`src/rtl/mitchell_mult.sv`:
```
module mitchell_mult #(
  parameter int W       = 8,
  parameter bit REG_OUT = 1'b1
) (
  input  logic           clk,
  input  logic           rst_n,
  input  logic           in_valid,
  input  logic [W-1:0]   op_a,
  input  logic [W-1:0]   op_b,
  output logic           out_valid,
  output logic [2*W-1:0] product
);
  localparam int F  = W - 1;
  localparam int KW = $clog2(W);
  localparam int SW = KW + 2;
  localparam int PW = 3 * W;

  function automatic logic [KW-1:0] lead_one(input logic [W-1:0] v);
    logic [KW-1:0] pos;
    pos = '0;
    for (int i = 0; i < W; i++)
      if (v[i]) pos = KW'(i);
    return pos;
  endfunction

  function automatic logic [F-1:0] frac_of(input logic [W-1:0] v, input logic [KW-1:0] k);
    logic [W-1:0] t;
    t = v << (F - int'(k));
    return t[F-1:0];
  endfunction

  logic [KW-1:0]  ka, kb;
  logic [F-1:0]   xa, xb;
  logic [W-1:0]   fsum;
  logic           carry;
  logic [W-1:0]   mant;
  logic [SW-1:0]  sh;
  logic [PW-1:0]  wide;
  logic           is_zero;
  logic [2*W-1:0] comb_p;

  assign ka      = lead_one(op_a);
  assign kb      = lead_one(op_b);
  assign xa      = frac_of(op_a, ka);
  assign xb      = frac_of(op_b, kb);
  assign fsum    = {1'b0, xa} + {1'b0, xb};
  assign carry   = fsum[F];
  assign mant    = carry ? fsum : {1'b1, fsum[F-1:0]};
  assign sh      = SW'(ka) + SW'(kb) + SW'(carry);
  assign wide    = PW'(mant) << sh;
  assign is_zero = ~|op_a | ~|op_b;
  assign comb_p  = is_zero ? '0 : wide[F +: 2*W];

  generate
    if (REG_OUT) begin : g_reg
      always_ff @(posedge clk or negedge rst_n) begin
        if (!rst_n) begin
          out_valid <= 1'b0;
          product   <= '0;
        end else begin
          out_valid <= in_valid;
          if (in_valid) product <= comb_p;
        end
      end


      zero_op_chk: assert property (@(posedge clk) disable iff (!rst_n)
        in_valid && (op_a == '0 || op_b == '0) |=> product == '0);

      pow2_exact_chk: assert property (@(posedge clk) disable iff (!rst_n)
        in_valid && $countones(op_a) == 1 && $countones(op_b) == 1
        |=> product == {{W{1'b0}}, $past(op_a)} * {{W{1'b0}}, $past(op_b)});

      no_overshoot_chk: assert property (@(posedge clk) disable iff (!rst_n)
        in_valid |=> product <= {{W{1'b0}}, $past(op_a)} * {{W{1'b0}}, $past(op_b)});

      nonzero_chk: assert property (@(posedge clk) disable iff (!rst_n)
        in_valid && op_a != '0 && op_b != '0 |=> product != '0);

      valid_delay_chk: assert property (@(posedge clk) disable iff (!rst_n)
        1'b1 |=> out_valid == $past(in_valid));

      hold_chk: assert property (@(posedge clk) disable iff (!rst_n)
        !in_valid |=> $stable(product));
    end else begin : g_comb
      assign out_valid = in_valid;
      assign product   = comb_p;
    end
  endgenerate
endmodule

```
`config.mk`:
```
export PLATFORM = sky130hd
export DESIGN_NAME = mitchell_mult
export DESIGN_NICKNAME = d
export VERILOG_FILES = /design/src/rtl/mitchell_mult.sv
export SDC_FILE = /design/constraint.sdc
export NUM_CORES = 1
export LEC_CHECK = 0
export ABC_AREA = 1
export CORE_MARGIN = 1.5
export CORE_UTILIZATION = 40
export CTS_CLUSTER_DIAMETER = 150
export DETAILED_ROUTE_END_ITERATION = 8
export DONT_BUFFER_PORTS = 1
export GPL_TIMING_DRIVEN = 0
export REMOVE_ABC_BUFFERS = 1
export SLEW_MARGIN = 20
export SYNTH_ARGS = -nofsm -noshare
export SYNTH_HDL_FRONTEND = slang
export SYNTH_SLANG_ARGS = --single-unit
```
`constraint.sdc`:
```
create_clock -name clk -period 1.03 [get_ports clk]
set_clock_uncertainty 0.1 [all_clocks]
set_input_delay 0.0515 -clock clk [delete_from_list [all_inputs] [get_ports clk]]
set_output_delay 0.0515 -clock clk [all_outputs]
set_load 0.05 [all_outputs]
```
# Word level (Yosys, flattened, before mapping)
# Cells that the tools add are included.
# word_totals
reg_bits	17
latch_bits	0
ramBits	0
mem_bits_ro	0
inputBits	19
wordCells	30
memories	0
# classes
add_sub_neg	5
multipliers	0
n_div	0
order_cmp	0
eq_ne	0
shifts	3
muxes	15
n_bitwise	1
n_reduce_logical	4
# op_table
operator	n
left shift 8 x 32 -> 7 bit	2
two-way mux 3 bit	11
left shift 8 x 5 -> 23 bit	1
two-way mux 16 bit	1
OR reduction 8 bit	2
adder 7 x 7 -> 8 bit	1
subtractor 3 x 3 -> 4 bit (first input constant)	2
adder 4 x 1 -> 5 bit	1
adder 3 x 3 -> 4 bit	1
zero test 1 bit	2
two-way mux 1 bit	2
two-way mux 2 bit	1
OR 1 bit	1

# Longest topological paths before layout
# Gate-level depths: netlist of the first run.
# logic_depth
ltp_word	13
depth_mapped	28

# Worst setup path after synthesis of the first run
# OpenSTA, ideal clock, no wires.
# synth_path
path_kind	input port to flip-flop
startpoint	in op_b[7]
endpoint	reg product[8]
setup_ns	0.118
arrival_ns	3.268
t_required_ns	0.812
slack_ns	-2.455
path_stages	23
path_buffers	1
path_cell_list	or2_1 -> nor2_2 -> inv_2 -> nand4_1 -> o221ai_1 -> ha_1 -> nand2_1 -> inv_1 -> nand3_1 -> nand2_1 -> nand2_1 -> nand2_1 -> a21oi_1 -> fa_1 -> fa_1 -> or2_2 -> nand2_1 -> inv_1 -> clkbuf_1 -> o211ai_1 -> nand2_1 -> nand2_1 -> nand2_1
# synth_between
elab_chain_cells	7
elab_cells_between_ends	11
# synth_rtl
element	line	source
start: declaration	9	input logic [W-1:0] op_b,
two-way mux 3 bit	22	if (v[i]) pos = KW'(i);
subtractor 3 x 3 -> 4 bit	28	t = v << (F - int'(k));
left shift 8 x 32 -> 7 bit	28	
adder 7 x 7 -> 8 bit	46	assign fsum = {1'b0, xa} + {1'b0, xb};
adder 4 x 1 -> 5 bit	49	assign sh = SW'(ka) + SW'(kb) + SW'(carry);
left shift 8 x 5 -> 23 bit	50	assign wide = PW'(mant) << sh;
two-way mux 16 bit (*)	52	assign comb_p = is_zero ? '0 : wide[F +: 2*W];
end signal: assignment	62	if (in_valid) product <= comb_p;
end: declaration	11	output logic [2*W-1:0] product
# Mark *: on every way between the ends. The rest lies on a longest branch, timed or not.
# A chain may end at the register's enable or synchronous reset.

# Worst setup path in the final report of the first run
# layout_path
startpoint	in op_b[2]
endpoint	reg product[1]
# layout_between
elab_chain_cells	12
elab_cells_between_ends	16
# layout_rtl
element	line
two-way mux 3 bit (6 in series)	22
subtractor 3 x 3 -> 4 bit	28
left shift 8 x 32 -> 7 bit	28
adder 7 x 7 -> 8 bit	46
adder 4 x 1 -> 5 bit	49
left shift 8 x 5 -> 23 bit	50
two-way mux 16 bit (*)	52
# Marks and branches as above.

==> results of run 1 <==
## flip-flops by register name, indices dropped and copies added (netlist names)
register and flops:
out_valid 1, product 16
## what timing repair did
action	in CTS	in global routing
gates cloned	3	0
gates resized for setup	82	36
setup buffers	36	5
endpoints found under the setup margin	32	33
pin swaps	31	31
endpoints found under the hold margin	18	17
## final timing paths
check                           cells past startpoint   startpoint           to  slack (ns)
worst max register to register                      2  product[12]  product[12]        0.12
worst min register to register                      2  product[11]  product[11]        0.59
worst min-delay path                                1        rst_n   product[5]       -0.18
max in group asynchronous                           1        rst_n   product[2]        0.50
worst max-delay path                               25      op_b[2]   product[1]       -2.31
min in group clk                                    4     in_valid   product[5]        0.01
## cells in the mapped netlist (all sizes together)
| master | n |
|---|---|
| a21oi | 9 |
| a31oi | 1 |
| buf | 6 |
| clkbuf | 2 |
| dfrtp | 17 |
| fa | 3 |
| ha | 9 |
| inv | 41 |
| nand2 | 109 |
| nand3 | 40 |
| nand4 | 4 |
| nor2 | 26 |
| o211ai | 8 |
| o21ai | 29 |
| o221ai | 2 |
| o22ai | 1 |
| or2 | 6 |
## layout make-up
class                           count  area (um^2)  share of cell area (%)
Clock buffer                        4         45.0                    1.69
Inverter                           41          181                    6.81
Multi-Input combinational cell    247         1550                    58.3
Sequential cell                    17          447                    16.8
Tap cell                           52         65.1                    2.44
Timing Repair Buffer               44          358                    13.4
Timing Repair inverter              2         15.0                   0.563
## routing by layer
metal  up-vias  global-route usage, %  part of all wire [%]
met4         0                   7.34                   1.6
met2        41                   40.7                    53
met5         -                      0                     0
li1       1111                      -                     -
met3         8                   2.22                   2.3
met1       951                   25.0                    44
## stage by stage
stage	setup TNS (ns)	setup WS, ns	instances	hold WS (ns)
final	-35.94	-2.31	407	-0.177
after global routing	-39.54	-2.55	407	-0.123
after CTS	-36.65	-2.33	402	0.0164
after detailed placement	-49.80	-3.22	357	-0.344
after global placement	-49.60	-3.21	357	-0.344
after floorplan	-40.17	-2.61	305	-0.344
## report_power, final
part | internal [mW] | total, mW | switching, mW
combinational | 1.16 | 2.74 | 1.58
sequential | 0.907 | 1.77 | 0.868
clock | 0.275 | 0.492 | 0.217
total | 2.34 | 5.01 | 2.66
## cell families (layout without fill, tap and decap cells)
kind of cell | count (synthesis) | after routing
AOI/OAI and AO/OA | 50 | 50
DFF | 17 | 17
and+or+nand+nor | 185 | 185
adders and majority gates | 12 | 12
buffers and inverters | 49 | 91
==> flow_metrics.tcl, run 1 <==
set metrics [dict create \
    maxSlewViolCount 0 \
    crit_type "in -> reg" \
    coreArea_um2 4470 \
    grt_pass1_vias 2054 \
    rsz0062_at_grt "true" \
    critPathArrivalTime_ns 3.43 \
    worst_path_max_delay_cell "fa_2" \
    drv_cap 0 \
    max_freq_mhz 299 \
    setup_viol 16 \
    die_area_um2 5180 \
    antenna_found_initial 0 \
    dr.pass1.iters 4 \
    cts_sinks 17 \
    synth_compound_area_share_pct 15.1 \
    synth-simple-area-share_pct 43.1 \
    synth_xor_area_share_pct 0 \
    drtIter0Drc 82 \
    ioPinCount 36 \
    drtAntennaViolNets 0 \
    powerDensity_nw_per_um2 1880 \
    yosys_warnings 0 \
    power_mw 5.01 \
    htree_levels 1 \
    synthCells 313 \
    dp_hpwl_um 3610 \
    cts_hold_buf 2 \
    cts_buffer_depth 2 \
    cp_top_family "adder cells" \
    die_w_um 72.0 \
    die_h_um 72.0 \
    grt-ovfl-total 0 \
    drive_above_1_share_pct 40.6 \
    routabilityCongestion 0.828 \
    synth_top_area_cell "dfrtp_1" \
    slowest_delay_ns 0.64 \
    synth_top_area_share_pct 22.4 \
    min_period_over_period_pct 324 \
    clk_pin_slew_ns 0.06 \
    nets 387 \
    placed_cell_area_um2 1920 \
    utilization_pct 59.6 \
    yosys_register_bits 17 \
    final_cell_mix "94 x nand2_1, 35 x buf_4, 27 x inv_1" \
    cp-end-kind "register" \
    cpMostUsedCell "nand2_2" \
    leakage_nw 1.30 \
    area_growth_pct 40.0 \
    tightest_slew_ns 0.731 \
    synth_cell_types 28 \
    fillCellCount 403 \
    path_buf_inv 5 \
    status "complete, but fails checks" \
    vias 2111 \
    grt_max_degree 18 \
    crit_fanout 8 \
    fin_area_um2 2670 \
    cts_tree "built" \
    required_ns 1.12 \
    wl_per_cell_um 13.3 \
    n_antenna_cell 0 \
    layout_setup_ws_ns -2.31 \
    numCtsBuffers 3 \
    vdd_drop_max_mv 0.650 \
    synthAdderAreaFrac_pct 9.07 \
    avgSynthCellArea_um2 6.08 \
    hold_viol_final 17 \
    portBuffers 0 \
    synth.area.top_cells "dfrtp_1 22%, nand2_1 21%, nand3_1 9.7%" \
    grt_pass1_wl_um 8870 \
    insertion_delay_ns 0.25 \
    synthMuxAreaShare_pct 0 \
    track_usage_pct 21.5 \
    initial_core_util_pct 42.5 \
    avgViaCountPerCell 5.19 \
    hp-class "in -> async" \
    slew_headroom_pct 51.3 \
    min_period_ns 3.34 \
    wl_um 5400 \
    drc 0 \
    syn-cell-area_um2 1900 \
    synth_top_family_by_area "simple AND/OR/NAND/NOR gates" \
    cts-root-buf "clkbuf_8" \
    violations "negative hold slack, negative setup slack" \
    ys_seq_area_share_pct 22.4 \
    holdWs_ns -0.177 \
    final_common_cell "nand2_1" \
    num_rows 24 \
    start_kind "input pin" \
]
No activity file was read; power rests on OpenSTA's default activity.
==> inputs of run 2 (changes only) <==
Settings changed: ABC_AREA 1 to unset, CORE_MARGIN 1.5 to unset.
==> flow_metrics.tcl, run 2 <==
set metrics [dict create \
    critPathArrivalTime_ns 3.73 \
    routabilityCongestion 0.909 \
    drc 0 \
    ys_seq_area_share_pct 19.3 \
    track_usage_pct 23.3 \
    rsz0062_at_grt "true" \
    crit_fanout 6 \
    regMostFlops "product" \
    sw_frac_of_total_pct 51.0 \
    wl_um 7260 \
    dr.pass1.iters 4 \
    min_period_over_period_pct 358 \
    yosysMostFrequentCell "nor2_1" \
    fillCellCount 444 \
    drtIter0Drc 216 \
    power.internal_mw 2.85 \
    pwr-share-clk_pct 8.5 \
    yosys_register_bits 17 \
    ff2ff_path_depth 4 \
    clk_pin_slew_ns 0.06 \
    coreArea_um2 5200 \
    cp-end-kind "register" \
    antenna_found_initial 0 \
    synthCells 297 \
    yosys_most_used_dff "dfrtp_1" \
    synth_cell_types 63 \
    vdd_drop_max_mv 0.931 \
    holdWs_ns -0.169 \
    p_seq_share_pct 31.1 \
    dr.max_layer_used "met4" \
    maxSlewViolCount 0 \
    top_regs "product (16), out_valid (1)" \
    drv_cap 0 \
    multi_input_area_um2 2140 \
    power_switching_mw 2.96 \
    crit_type "in -> reg" \
    setup_viol 17 \
    min_period_ns 3.69 \
    final_cells 398 \
    synth_common_cells "35 x nor2_1, 25 x a21oi_1, 25 x nand2_1" \
    comb_power_share_pct 60.4 \
    yosys_warnings 0 \
    htree_levels 1 \
    wl_met1_um 3070 \
    dp_hpwl_um 4430 \
    die_area_um2 5820 \
    powerDensity_nw_per_um2 1830 \
    cts_buffer_depth 2 \
    numCtsBuffers 3 \
    avgViaCountPerCell 6.20 \
    regToRegEndpoint "product[5]" \
    die_h_um 76.3 \
    violations "negative hold slack, negative setup slack" \
    grt_pass1_wl_um 11200 \
    drive_above_1_share_pct 44.2 \
    final_cell_mix "32 x buf_4, 28 x nor2_1, 21 x nand2_1" \
    r2r_slack_ns -0.38 \
    register_area_um2 444 \
    portBuffers 0 \
    synth-edff-count 0 \
    final_common_cell "buf_4" \
    n_antenna_cell 0 \
    tightest_slew_ns 0.742 \
    start_kind "input pin" \
    synth.area.top_cells "dfrtp_1 19%, nor2_1 6.0%, a21oi_1 5.7%" \
    wl_per_cell_um 18.2 \
    async_reset_ff_share_pct 100 \
    slew_headroom_pct 50.5 \
    ioPinCount 36 \
    initial_core_util_pct 42.4 \
    dr_wl_met3_um 347 \
    power_mw 5.81 \
    grt_pass1_vias 2384 \
    r2r-start "product[5]" \
    met2_length_um 3730 \
    hold_viol_final 17 \
    largest_reg_flops 16 \
    num_rows 26 \
    area_growth_pct 43.9 \
    cts_sinks 17 \
    vias 2467 \
    synth_top_area_share_pct 19.3 \
    synth_top_area_cell "dfrtp_1" \
    max_freq_mhz 271 \
    hp-class "in -> async" \
    syn-cell-area_um2 2210 \
    cts_tree "built" \
    grt-ovfl-total 0 \
    die_w_um 76.3 \
    leakage_nw 1.25 \
    drtAntennaViolNets 0 \
    status "complete, but fails checks" \
    place_inst 349 \
    grt_max_degree 18 \
    insertion_delay_ns 0.25 \
    nets 360 \
    layout_setup_ws_ns -2.66 \
    required_ns 1.06 \
    avgSynthCellArea_um2 7.43 \
    cts_hold_buf 2 \
    cts-root-buf "clkbuf_8" \
]
==> run 2: changes by cell type after synthesis, moves of 7 or more <==
cell	change
nand2_1	-82
inv_1	-22
nand3_1	-19
a21oi_1	+16
nor2_1	+13
o21ai_0	-13
nor3_1	+8
nand2b_1	+7
==> run 2: power by group through the flow <==
stage / logic, mW / registers (mW) / clock network (mW)
floorplan: 1.53 / 1.73 / 0
global placement: 1.91 / 1.76 / 0
detailed placement: 1.92 / 1.77 / 0
CTS: 2.78 / 1.80 / 0.489
global route: 3.74 / 1.83 / 0.526
finish: 3.51 / 1.80 / 0.494
==> run 2: what timing repair did <==
item | 4_1_cts | 5_1_grt
gates resized for setup | 80 | 47
setup buffers | 33 | 11
pin swaps | 39 | 29
setup endpoints to repair | 32 | 32
hold endpoints to repair | 19 | 17
gates cloned | 0 | 1
==> run 2: metrics by stage <==
stage          utilization (%)  setup WS, ns  TNS [ns]  area, um^2
3_3_place_gp              42.3         -3.85    -59.21        2200
5_1_grt                   61.0         -2.79    -43.55        3170
6_report                  61.0         -2.66    -41.16        3170
2_1_floorplan                -         -3.20    -48.28        2120
3_5_place_dp              42.5         -3.82    -57.85        2210
4_1_cts                   55.0         -2.65    -40.75        2870
==> run 2: kinds of logic after synthesis <==
group / count (synthesis) / share of synthesized area, %
buffers and inverters: 34 / 6.81
AND/OR/NAND/NOR: 122 / 28.1
XOR/XNOR: 7 / 2.78
adder cells (fa/ha/maj): 12 / 7.83
AO/OA/AOI/OAI: 98 / 31.8
multiplexers: 7 / 3.40
flip-flops: 17 / 19.3
==> run 2: worst max-delay path, stage by stage <==
cell and delay [ns]:
nand2b_4 0.13, a21oi_4 0.19, o21ba_4 0.17, nor2_2 0.07, o311ai_2 0.41, ha_4 0.23
nor2_1 0.06, a21o_1 0.21, a21boi_4 0.16, nor2_1 0.06, nor2_1 0.08, nor2_1 0.06
fa_2 0.37, fa_2 0.60, buf_4 0.14, buf_6 0.09, nor2b_2 0.06, nand4b_1 0.12
o221ai_2 0.12, a221o_1 0.33
==> run 2: area by class of cell <==
| class | count | area share (%) |
|---|---|---|
| Multi-Input combinational cell | 246 | 67.4 |
| Sequential cell | 17 | 14.0 |
| Timing Repair Buffer | 45 | 12.2 |
| Tap cell | 70 | 2.76 |
| Inverter | 16 | 2.17 |
| Clock buffer | 4 | 1.42 |
==> run 2: how the worst max path moves through the flow <==
| stage | end | startpoint | slack [ns] |
|---|---|---|---|
| final | product[1] | op_b[2] | -2.66 |
| after global routing | product[1] | op_b[2] | -2.79 |
| after CTS | product[1] | op_b[2] | -2.65 |
| after detailed placement | product[1] | op_a[3] | -3.82 |
| after global placement | product[11] | op_a[3] | -3.85 |
| after floorplan | product[11] | op_a[3] | -3.20 |
==> run 2: per-layer routing <==
layer  GRT usage (%)  vias up
li1                -     1161
met3            3.47       14
met1            29.6     1198
met4            8.08        0
met2            40.1       94
met5               0        -
==> inputs of run 3 (changes only) <==
Settings changed: CORE_MARGIN set to 8, SETUP_SLACK_MARGIN set to 0.5.
==> flow_metrics.tcl, run 3 (same netlist as run 2, synthesis figures left out) <==
set metrics [dict create \
    drv_cap 0 \
    violations "negative hold slack, negative setup slack" \
    endpoint "product[10]" \
    slew_headroom_pct 58.7 \
    min_period_over_period_pct 355 \
    area_growth_pct 39.3 \
    wl_um 7350 \
    n_antenna_cell 0 \
    antenna_found_initial 0 \
    dr.pass1.iters 4 \
    critPathArrivalTime_ns 3.70 \
    regMostFlops "product" \
    status "complete, but fails checks" \
    vias 2405 \
    portBuffers 0 \
    die_h_um 90.3 \
    drive_above_1_share_pct 43.7 \
    cts_tree "built" \
    initial_core_util_pct 40.8 \
    p_seq_share_pct 32.6 \
    cts_buffer_depth 2 \
    start_kind "input pin" \
    crit_fanout 8 \
    power_switching_mw 2.86 \
    power.internal_mw 2.71 \
    grt_pass1_vias 2330 \
    coreArea_um2 5410 \
    track_usage_pct 16.4 \
    htree_levels 1 \
    vdd_drop_max_mv 1.13 \
    power_mw 5.57 \
    drc 0 \
    hp-class "in -> async" \
    numCtsBuffers 3 \
    drtAntennaViolNets 0 \
    tns_ns -40.20 \
    worst_path_max_delay_cell "fa_2" \
    hold_viol_final 20 \
    tightest_slew_ns 0.615 \
    crit_chain "nand2b_4 -> a21oi_4 -> o21ba_4 -> o21ai_2 -> a211o_1 -> a22oi_2 -> ha_4 -> nand2_4 -> a21o_1 -> a21boi_4 -> nor2_1 -> nor2_1 -> nor2_1 -> fa_2 -> buf_2 -> nor3b_1 -> o211ai_1 -> o221ai_1" \
    holdWs_ns -0.618 \
    slowest_delay_ns 0.64 \
    ff2ff_path_depth 4 \
    setup_viol 17 \
    routabilityCongestion 0.819 \
    die_w_um 90.3 \
    die_area_um2 8150 \
    final_cell_mix "33 x buf_4, 27 x nor2_1, 23 x nand2_1" \
    crit_type "in -> reg" \
    nets 355 \
    dp_hpwl_um 4570 \
    powerDensity_nw_per_um2 1810 \
    num_rows 27 \
    largest_reg_flops 16 \
    avgViaCountPerCell 6.09 \
    comb_power_share_pct 58.2 \
    leakage_nw 1.21 \
    top_regs "product (16), out_valid (1)" \
    regToRegEndpoint "product[5]" \
    cts-root-buf "clkbuf_8" \
    grt-ovfl-total 0 \
    rsz0062_at_grt "true" \
    place_ws_ns -3.91 \
    r2r_slack_ns -0.40 \
    clk_pin_slew_ns 0.07 \
    drtIter0Drc 126 \
    max_freq_mhz 274 \
    cp-end-kind "register" \
    r2r-start "product[5]" \
    crit_start "op_a[2]" \
    maxSlewViolCount 0 \
    ioPinCount 36 \
    sw_frac_of_total_pct 51.3 \
    insertion_delay_ns 0.26 \
    utilization_pct 56.8 \
    cts_sinks 17 \
    final_common_cell "buf_4" \
    wl_per_cell_um 18.6 \
    grt_pass1_wl_um 11400 \
    layout_setup_ws_ns -2.62 \
    required_ns 1.08 \
    min_period_ns 3.65 \
    cpMostUsedCell "nor2_1" \
    pwr-share-clk_pct 9.1 \
    grt_max_degree 18 \
]
==> run 3: changes by cell type in the layout (fill, tap and decap cells not counted), sizes merged <==
cell / before / now
buf: 43 / 40
dlygate4sd3: 1 / 0
clkbuf: 4 / 3
clkinv: 1 / 2
dlymetal6s4s: 1 / 0
==> run 3: area by class of cell <==
class	count	area (um^2)
Sequential cell	17	445
Fill cell	468	2330
Inverter	16	76.3
Multi-Input combinational cell	246	2080
Clock inverter	1	5.00
Clock buffer	3	41.3
Tap cell	72	90.1
Timing Repair Buffer	40	333
==> run 3: metrics by stage <==
| stage | std cells | cell area, um^2 | hold WS (ns) |
|---|---|---|---|
| floorplan | 279 | 2120 | -0.344 |
| global placement | 351 | 2210 | -0.344 |
| detailed placement | 351 | 2210 | -0.344 |
| CTS | 385 | 2780 | -0.613 |
| global route | 395 | 3070 | -0.637 |
| finish | 395 | 3070 | -0.618 |
==> run 3: routing by layer <==
layer / up-vias / GRT usage (%) / wire length [um]
li1: 1152 / - / -
met1: 1144 / 19.2 / 2940
met2: 96 / 28.7 / 3750
met3: 13 / 2.58 / 441
met4: 0 / 7.21 / 218
met5: - / 0 / 0
==> run 3: power by group through the flow <==
stage          combinational (mW)  clock (mW)  sequential [mW]
6_report                     3.24       0.509             1.82
5_1_grt                      3.46       0.552             1.85
4_1_cts                      2.59       0.500             1.83
2_1_floorplan                1.53           0             1.73
3_5_place_dp                 1.90           0             1.79
3_3_place_gp                 1.89           0             1.78
==> run 3: worst min-delay path by stage <==
stage	endpoint
final	product[2]
after global routing	product[12]
after detailed placement	product[7]
after CTS	product[0]
after global placement	out_valid
after floorplan	out_valid
==> run 3: what timing repair did <==
action | in CTS | in global routing
hold endpoints to repair | 20 | 19
pin swaps | 37 | 30
resized for setup | 73 | 38
setup endpoints to repair | 33 | 33
setup buffers | 30 | 10
==> run 3: worst max-delay path, delay by kind of cell <==
| kind | cells | cell delay [ns] |
|---|---|---|
| AOI/OAI and AO/OA | 9 | 1.80 |
| buffers and inverters | 1 | 0.23 |
| and+or+nand+nor | 6 | 0.75 |
| adders and majority gates | 2 | 0.85 |
